[src/rtl/cop_pkg.sv]
package cop_pkg;
  typedef enum logic {
    PAT_FULL   = 1'b0,
    PAT_BYPASS = 1'b1
  } pat_sel_e;
endpackage

[src/rtl/cop_window_timer.sv]
module cop_window_timer #(
  parameter int CNT_W = 8
) (
  input  logic             clk,
  input  logic             rst,
  input  logic             start,
  input  logic [CNT_W-1:0] span,
  input  logic [CNT_W-1:0] pre2act,
  output logic             in_window,
  output logic             deadline
);
  logic             active_q;
  logic [CNT_W-1:0] cnt_q;
  logic [CNT_W-1:0] win_q;
  logic [CNT_W-1:0] win_d;

  // Window closes where a deferred precharge still meets the next activate
  assign win_d = (span > pre2act) ? (span - pre2act) : '0;

  always_ff @(posedge clk) begin
    if (rst) begin
      active_q <= 1'b0;
      cnt_q    <= '0;
      win_q    <= '0;
    end else if (start) begin
      active_q <= 1'b1;
      cnt_q    <= '0;
      win_q    <= win_d;
    end else if (active_q) begin
      if (cnt_q == win_q) active_q <= 1'b0;
      else                cnt_q    <= cnt_q + 1'b1;
    end
  end

  assign in_window = active_q && (cnt_q < win_q);
  assign deadline  = active_q && (cnt_q == win_q);
endmodule

[src/rtl/cop_bank_table.sv]
module cop_bank_table #(
  parameter int NBANK = 8,
  parameter int ROW_W = 14,
  localparam int BANK_W = $clog2(NBANK)
) (
  input  logic              clk,
  input  logic              rst,
  input  logic              set_en,
  input  logic [BANK_W-1:0] set_bank,
  input  logic [ROW_W-1:0]  set_row,
  input  logic              clr_en,
  input  logic [BANK_W-1:0] clr_bank,
  input  logic [BANK_W-1:0] look_bank,
  input  logic [ROW_W-1:0]  look_row,
  output logic              look_hit,
  output logic [NBANK-1:0]  open_vec
);
  logic [ROW_W-1:0] rows [NBANK];

  for (genvar b = 0; b < NBANK; b++) begin : g_bank
    always_ff @(posedge clk) begin
      if (rst) begin
        open_vec[b] <= 1'b0;
        rows[b]     <= '0;
      end else if (set_en && set_bank == BANK_W'(b)) begin
        open_vec[b] <= 1'b1;
        rows[b]     <= set_row;
      end else if (clr_en && clr_bank == BANK_W'(b)) begin
        open_vec[b] <= 1'b0;
      end
    end
  end

  assign look_hit = open_vec[look_bank] && (rows[look_bank] == look_row);
endmodule

[src/rtl/cop_hit_detect.sv]
module cop_hit_detect #(
  parameter int NBANK = 8,
  parameter int ROW_W = 14,
  localparam int BANK_W = $clog2(NBANK)
) (
  input  logic              clk,
  input  logic              rst,
  input  logic              start,
  input  logic [BANK_W-1:0] start_bank,
  input  logic              start_we,
  input  logic              in_window,
  input  logic              nxt_valid,
  input  logic [BANK_W-1:0] nxt_bank,
  input  logic              nxt_we,
  input  logic              row_match,
  output logic [BANK_W-1:0] cur_bank_q,
  output logic              hit_q
);
  logic cur_we_q;

  always_ff @(posedge clk) begin
    if (rst) begin
      cur_bank_q <= '0;
      cur_we_q   <= 1'b0;
      hit_q      <= 1'b0;
    end else if (start) begin
      cur_bank_q <= start_bank;
      cur_we_q   <= start_we;
      hit_q      <= 1'b0;
    end else if (in_window && nxt_valid && row_match &&
                 nxt_bank == cur_bank_q && nxt_we == cur_we_q) begin
      hit_q <= 1'b1;
    end
  end
endmodule

[src/rtl/cop_decision_unit.sv]
module cop_decision_unit
  import cop_pkg::*;
#(
  parameter int NBANK = 8,
  parameter int ROW_W = 14,
  parameter int CNT_W = 8,
  localparam int BANK_W = $clog2(NBANK)
) (
  input  logic              clk,
  input  logic              rst,
  input  logic [CNT_W-1:0]  cfg_span,
  input  logic [CNT_W-1:0]  cfg_pre2act,
  input  logic              cur_start,
  input  logic [BANK_W-1:0] cur_bank,
  input  logic [ROW_W-1:0]  cur_row,
  input  logic              cur_we,
  input  logic              nxt_valid,
  input  logic [BANK_W-1:0] nxt_bank,
  input  logic [ROW_W-1:0]  nxt_row,
  input  logic              nxt_we,
  output logic              dec_valid,
  output logic              dec_pre,
  output logic              dec_skip,
  output logic [BANK_W-1:0] dec_bank,
  output logic              pat_sel,
  output logic [NBANK-1:0]  row_open
);
  logic              in_window;
  logic              deadline;
  logic              row_match;
  logic              hit_q;
  logic [BANK_W-1:0] act_bank;
  logic              decide;
  logic              do_pre;

  cop_window_timer #(.CNT_W(CNT_W)) u_timer (
    .clk(clk), .rst(rst), .start(cur_start),
    .span(cfg_span), .pre2act(cfg_pre2act),
    .in_window(in_window), .deadline(deadline)
  );

  cop_bank_table #(.NBANK(NBANK), .ROW_W(ROW_W)) u_table (
    .clk(clk), .rst(rst),
    .set_en(cur_start), .set_bank(cur_bank), .set_row(cur_row),
    .clr_en(do_pre), .clr_bank(act_bank),
    .look_bank(nxt_bank), .look_row(nxt_row),
    .look_hit(row_match), .open_vec(row_open)
  );

  cop_hit_detect #(.NBANK(NBANK), .ROW_W(ROW_W)) u_hit (
    .clk(clk), .rst(rst),
    .start(cur_start), .start_bank(cur_bank), .start_we(cur_we),
    .in_window(in_window), .nxt_valid(nxt_valid),
    .nxt_bank(nxt_bank), .nxt_we(nxt_we), .row_match(row_match),
    .cur_bank_q(act_bank), .hit_q(hit_q)
  );

  // A new pattern start abandons the running window
  assign decide = deadline && !cur_start;
  assign do_pre = decide && !hit_q;

  always_ff @(posedge clk) begin
    if (rst) begin
      dec_valid <= 1'b0;
      dec_pre   <= 1'b0;
      dec_skip  <= 1'b0;
      dec_bank  <= '0;
      pat_sel   <= PAT_FULL;
    end else begin
      dec_valid <= decide;
      dec_pre   <= do_pre;
      dec_skip  <= decide && hit_q;
      if (decide) begin
        dec_bank <= act_bank;
        pat_sel  <= hit_q ? PAT_BYPASS : PAT_FULL;
      end
    end
  end
endmodule

[config.mk]
export PLATFORM = sky130hd
export DESIGN_NAME = cop_decision_unit
export DESIGN_NICKNAME = d
export VERILOG_FILES = /design/src/rtl/cop_pkg.sv /design/src/rtl/cop_window_timer.sv /design/src/rtl/cop_bank_table.sv /design/src/rtl/cop_hit_detect.sv /design/src/rtl/cop_decision_unit.sv
export SDC_FILE = /design/constraint.sdc
export NUM_CORES = 1
export LEC_CHECK = 0
export BUFFER_PORTS_ARGS = -buffer_cell sky130_fd_sc_hd__clkbuf_2
export CAP_MARGIN = 20
export CORE_MARGIN = 3
export CORE_UTILIZATION = 30
export DETAILED_ROUTE_END_ITERATION = 12
export SYNTH_ARGS = -nofsm -noshare
export SYNTH_HDL_FRONTEND = slang
export SYNTH_SLANG_ARGS = --single-unit
[constraint.sdc]
create_clock -name clk -period 5.8 [get_ports clk]
set_input_delay 1.16 -clock clk [delete_from_list [all_inputs] [get_ports clk]]
set_output_delay 1.16 -clock clk [all_outputs]
set_load 0.01 [all_outputs]
Yosys cells after proc, flatten, opt, wreduce, memory -nomap -nowiden

Memory sizes are Yosys's and may differ from the RTL's.
Cells that the tools add are included.
W data, S select, Z words.

$add $sub $neg: 2
$mul: 0
Divide/modulo/power cells: 0
Order comparisons: 3
Equal/unequal tests: 18
Shifts and indexed selects: 0
Mux-type cells: 57
Bitwise gates (word level): 9
Reductions and logical operators: 40

Operators with widths:

| cell                  | number |
|---|---|
| $mux W14              | 8 |
| $mux W1               | 47 |
| $logic_and A1 B1 Y1   | 26 |
| $eq A3 B3 Y1 const B  | 8 |
| $reduce_bool A2 Y1    | 8 |
| $eq A14 B14 Y1        | 1 |
| $eq A3 B2 Y1 const B  | 4 |
| $add A8 B1 Y8 const B | 1 |
| $eq A8 B8 Y1          | 1 |
| $gt A8 B8 Y1          | 1 |
| $lt A8 B8 Y1          | 1 |
| $mux W8               | 1 |
| $or A1 B1 Y1          | 8 |
| $sub A8 B8 Y8         | 1 |
| $eq A3 B1 Y1 const B  | 2 |
| $logic_not A3 Y1      | 2 |
| $lt A3 B4 Y1 const B  | 1 |
| $bmux W1 S3           | 1 |
| $eq A3 B3 Y1          | 1 |
| $logic_not A1 Y1      | 2 |
| $reduce_and A2 Y1     | 1 |
| $reduce_or A2 Y1      | 1 |
| $eq A1 B1 Y1          | 1 |
| $not A1 Y1            | 1 |

Register bits after elaboration: 37
Bits in latches: 0
RAM bits: 112
Bits in read-only memories: 0
Input bits: 56
Logic and storage cells: 149
Memories kept: 1

Memories:

| name         | depth | bits a word | rd ports | clocked after Yosys merged registers in | wr ports | line                 | text |
|---|---|---|---|---|---|---|---|
| u_table.rows | 8     | 14          | 1        | 0                                       | 8        | cop_bank_table.sv:18 | `logic [ROW_W-1:0] rows [NBANK];` |

Longest topological paths before layout

Depth in word-level cells: 7
Depth in mapped cells: 11

By module

Synthesis repeated with hierarchy kept, for this count alone.

Cells, all modules: 573
Area, all modules: 7353.3 um^2

Modules (own cells, without submodules):

| module            | instances | cells each | area each (um^2) | sequential area each (um^2) |
|---|---|---|---|---|
| cop_bank_table    | 1         | 383        | 5662.9           | 3523.4 |
| cop_window_timer  | 1         | 142        | 1179.9           | 340.3 |
| cop_decision_unit | 1         | 25         | 280.3            | 140.1 |
| cop_hit_detect    | 1         | 23         | 230.2            | 100.1 |

Worst setup path after synthesis

OpenSTA, ideal clock, no wires.

Path kind: input -> register
From: input port cur_start
To: memory u_table.rows[4][0] (enable)
Library setup time: 408 ps
Data arrival time: 2665 ps
Setup slack: 2727 ps
Stages: 3
Path buffers: 1
Cells stage by stage: buf_2 nand2_1 o31ai_1

RTL lines:

| what            | line                    | text |
|---|---|---|
| start, declared | cop_decision_unit.sv:13 | `input logic cur_start,` |
| end, declared   | cop_bank_table.sv:18    |  |

Worst setup path after layout

From: input port nxt_bank[2]
To: register u_hit.hit_q

Cells in the longest elaborated chain, start to end: 6
Elaborated cells between the ends (all ways): 9

Ends and longest elaborated chain:

| what                                          | line                    | text |
|---|---|---|
| start, declared                               | cop_decision_unit.sv:18 | `input logic [BANK_W-1:0] nxt_bank,` |
| $mem_v2 Z8 W14 or $bmux W1 S3 (tied branches) | --                      |  |
| $eq A14 B14 Y1 or $mux W1 (tied branches)     | cop_bank_table.sv:34    | `assign look_hit = open_vec[look_bank] && (rows[look_bank] == look_row);` |
| $logic_and A1 B1 Y1                           | cop_bank_table.sv:34    |  |
| $logic_and A1 B1 Y1                           | cop_hit_detect.sv:30    | `end else if (in_window && nxt_valid && row_match &&` |
| $logic_and A1 B1 Y1 *                         | cop_hit_detect.sv:30    |  |
| $logic_and A1 B1 Y1 *                         | cop_hit_detect.sv:31    | `nxt_bank == cur_bank_q && nxt_we == cur_we_q) begin` |
| end signal, assigned                          | cop_hit_detect.sv:25    | `hit_q <= 1'b0;` |
| end signal, assigned                          | cop_hit_detect.sv:29    | `hit_q <= 1'b0;` |
| end signal, assigned                          | cop_hit_detect.sv:32    | `hit_q <= 1'b1;` |
| end, declared                                 | cop_hit_detect.sv:17    | `output logic hit_q` |

Every way passes the cells marked *; elsewhere a longest branch is shown, timed or not. The select of a mux whose other input is x is not followed.
A chain may end at the register's enable or synchronous reset.

==> metrics.yaml <==
routing:
  drt_drc_violations_left: 0
  route.antenna.remaining_nets: 0
  drt-initial-drc-count: 349
  routed_wirelength_mm: 18.0
  post_drt_via_cell_ratio: 4.78
  drt_pre_antenna_iters: 5
  wl_per_cell_um: 18.4
  num_vias: 4689
yosys:
  mappedNetlistNets: 641
  post_synth.cell_area_avg_um2: 12.7
  synth_cell_type_count: 50
  synth-warning-count: 0
  syn-cell-area_mm2: 0.00723
  async_flop_share_pct: 0
  synthesis_stage_register_bit_count: 149
  synth-seq-area-share_pct: 56.8
  synth_cells: 567
  yosys_most_used_dff: "sky130_fd_sc_hd__edfxtp_1"
  synth_enable_flop_cells: 112
sta:
  setup_repair_after_global_routing_missed_its_margin: "false"
  finalClockSkew_ps: 9.92
  fmax_mhz: 324
  slew_violations: 0
  timing.final.setup_violations: 0
  final-hold-violation-count: 0
  timing.setup.tns_ps: 0
  timing.final.crit_period_ps: 3080
  fin_crit_sh_pct: 53.2
  worst_case_headroom_to_the_max_slew_limit_pct: 36.2
  worst_slew_pin_slew_ps: 949
floorplan:
  std_cell_rows: 56
  i_o_pin_count: 71
  floorplan.initialDensity_pct: 30.7
  floorplan.die.width_um: 161
  design.core.area_mm2: 0.0235
  die_height_um: 161
  fp.dieArea_mm2: 0.0260
final_layout:
  layout.nets: 722
  filler_cell_count: 2353
  layout.cell_area.non_filler_mm2: 0.00859
  final_layout_size_suffix_gt1_share_pct: 23.9
  ff_latch_area_mm2: 0.00410
  multiInputGateArea_mm2: 0.00293
  final_common_cell: "sky130_fd_sc_hd__and2_1"
  final_core_util_pct: 36.5
  mostFrequentLayoutCells: "sky130_fd_sc_hd__and2_1 (113), sky130_fd_sc_hd__edfxtp_1 (112), sky130_fd_sc_hd__clkbuf_2 (70), sky130_fd_sc_hd__dfxtp_1 (37), sky130_fd_sc_hd__mux2i_1 (28)"
  finalNonFillerCells: 980
  areaGrowthSynthToFinish_pct: 18.8
  insertedDiodeCount: 0
worst_setup_path:
  crit-reg2reg-capture: "u_table.open_vec[5]$_SDFFE_PP0P_"
  critical_path.max_fanout: 30
  minimum_setup_slack_among_reg_to_reg_paths_ps: 3380
  r2r_start: "u_timer.win_q[5]$_SDFFE_PP0P_"
  cp-start-kind: "input port"
  critPathRequiredTime_ps: 6170
  critPathArrivalTime_ps: 3460
  critPathCaptureType: "register"
  reg2reg_depth: 8
  critPathKind: "in2reg"
status:
  status: "finished clean"
cts:
  cts-buffers-inserted: 17
  postCtsSetupRepairBufs: 0
  cts_hold_repair.buffers: 0
  clk_path_buf_depth: 2
  cts_num_sinks: 149
  clk-insertion-delay-late_ps: 430
  ctsResizeCount: 0
  cts_tree: "built"
  cts.reportedPaths.clkPinSlew_ps: 70
  clock_tree.htree_level_count: 4
  clockRootBuffer: "sky130_fd_sc_hd__clkbuf_16"
placement:
  place.detailed.hpwl_mm: 11.9
  dpl.cell_count: 948
  detailed_place.area_mm2: 0.00800
  place_congestion: 0.775
  buffer_ports.inserted: 70
pwr:
  power_density_mw_per_mm2: 301
  irDropWorstVdd_mv: 0.221
  total_leakage_power_nw: 3.32
  total_power_w: 0.00258
hold_path:
  endpoint_of_the_worst_hold_timing_path: "u_timer.win_q[6]$_SDFFE_PP0P_"
  min_from: "u_timer.win_q[6]$_SDFFE_PP0P_"
  min_path_type: "reg2reg"
  holdPathStages: 1
grt:
  grt_max_degree: 31
  first_global_vias: 4710
  grt_antenna_before_repair: 0
  grt_pass1_wl_mm: 27.8
  grt_remaining_overflow: 0
  groute.usage.overall_pct: 14.3
job:
  cap_viol_max_count: 0
## per-layer routing
metal / up-vias / global-route usage (%) / part of all wire, %
met5: - / 0 / 0
met4: 0 / 4.15 / 1.3
met3: 22 / 2.80 / 3.1
met2: 97 / 23.9 / 49
met1: 2340 / 18.9 / 46
li1: 2230 / - / -
## worst max path at each step
| stage | end | slack [ps] | from |
|---|---|---|---|
| after detailed placement | u_hit.hit_q$_SDFFE_PP0P_ | 2270 | nxt_bank[2] |
| after global placement | u_hit.hit_q$_SDFFE_PP0P_ | 2260 | nxt_bank[2] |
| after global routing | u_hit.hit_q$_SDFFE_PP0P_ | 2550 | nxt_bank[2] |
| after CTS | u_hit.hit_q$_SDFFE_PP0P_ | 2720 | nxt_bank[2] |
| final | u_hit.hit_q$_SDFFE_PP0P_ | 2720 | nxt_bank[2] |
| after floorplan | u_table.rows[4][0]$_SDFFCE_PN0P_ | 2730 | cur_start |
## kinds of logic after synthesis
logic type | synth area share, %
and+or+nand+nor | 16.4
adders and majority gates | 3.22
buffers and inverters | 3.01
muxes | 11.2
DFF | 56.8
AOI/OAI and AO/OA | 5.87
xor gates and xnor gates | 3.52
## synthesized netlist by cell type, types with 10 or more instances
master | n | area, um^2
sky130_fd_sc_hd__nand2_1 | 10 | 37.5
sky130_fd_sc_hd__mux2i_1 | 28 | 280
sky130_fd_sc_hd__inv_1 | 24 | 90.1
sky130_fd_sc_hd__dfxtp_1 | 37 | 741
sky130_fd_sc_hd__nor2_1 | 27 | 101
sky130_fd_sc_hd__xnor2_1 | 11 | 96.3
sky130_fd_sc_hd__xor2_1 | 18 | 158
sky130_fd_sc_hd__mux2_2 | 12 | 135
sky130_fd_sc_hd__ha_1 | 17 | 213
sky130_fd_sc_hd__edfxtp_1 | 112 | 3360
sky130_fd_sc_hd__and2_1 | 113 | 707
sky130_fd_sc_hd__o21ai_0 | 12 | 60.1
sky130_fd_sc_hd__mux4_2 | 15 | 338
sky130_fd_sc_hd__clkbuf_1 | 15 | 56.3
## flip-flops by register name, indices dropped and copies added, names as in the netlist, 3 cells and up
signal,count
dec_bank,3
u_hit.cur_bank_q,3
u_table.open_vec,8
u_table.rows,112
u_timer.cnt_q,8
u_timer.win_q,8
## worst max-delay path, stage by stage
cell and delay, ps:
sky130_fd_sc_hd__clkbuf_2 400, sky130_fd_sc_hd__buf_4 510, sky130_fd_sc_hd__mux2_2 390, sky130_fd_sc_hd__o22ai_1 160
sky130_fd_sc_hd__a221oi_1 90, sky130_fd_sc_hd__xor2_1 190, sky130_fd_sc_hd__nor4_1 310, sky130_fd_sc_hd__nand4_1 130
sky130_fd_sc_hd__nand2_1 100
## through the flow
stage | setup slack, ps | hold WS (ps)
after floorplan | 2730 | 436
final | 2720 | 468
after detailed placement | 2270 | 455
after CTS | 2720 | 470
after global placement | 2260 | 455
after global routing | 2550 | 483
## layout make-up
type / instances / share of cell area [%]
Inverter: 25 / 1.09
Clock buffer: 17 / 4.95
Tap cell: 319 / 4.65
Multi-Input combinational cell: 368 / 34.1
Sequential cell: 149 / 47.8
Timing Repair Buffer: 87 / 5.57
Clock inverter: 15 / 1.88
## power by group
group	internal (W)	switching [W]	total [W]
Clock	0.000611	0.000484	0.00109
Sequential	0.00121	0.0000219	0.00123
Combinational	0.000110	0.000150	0.000260
(Power assumes the default switching activity.)
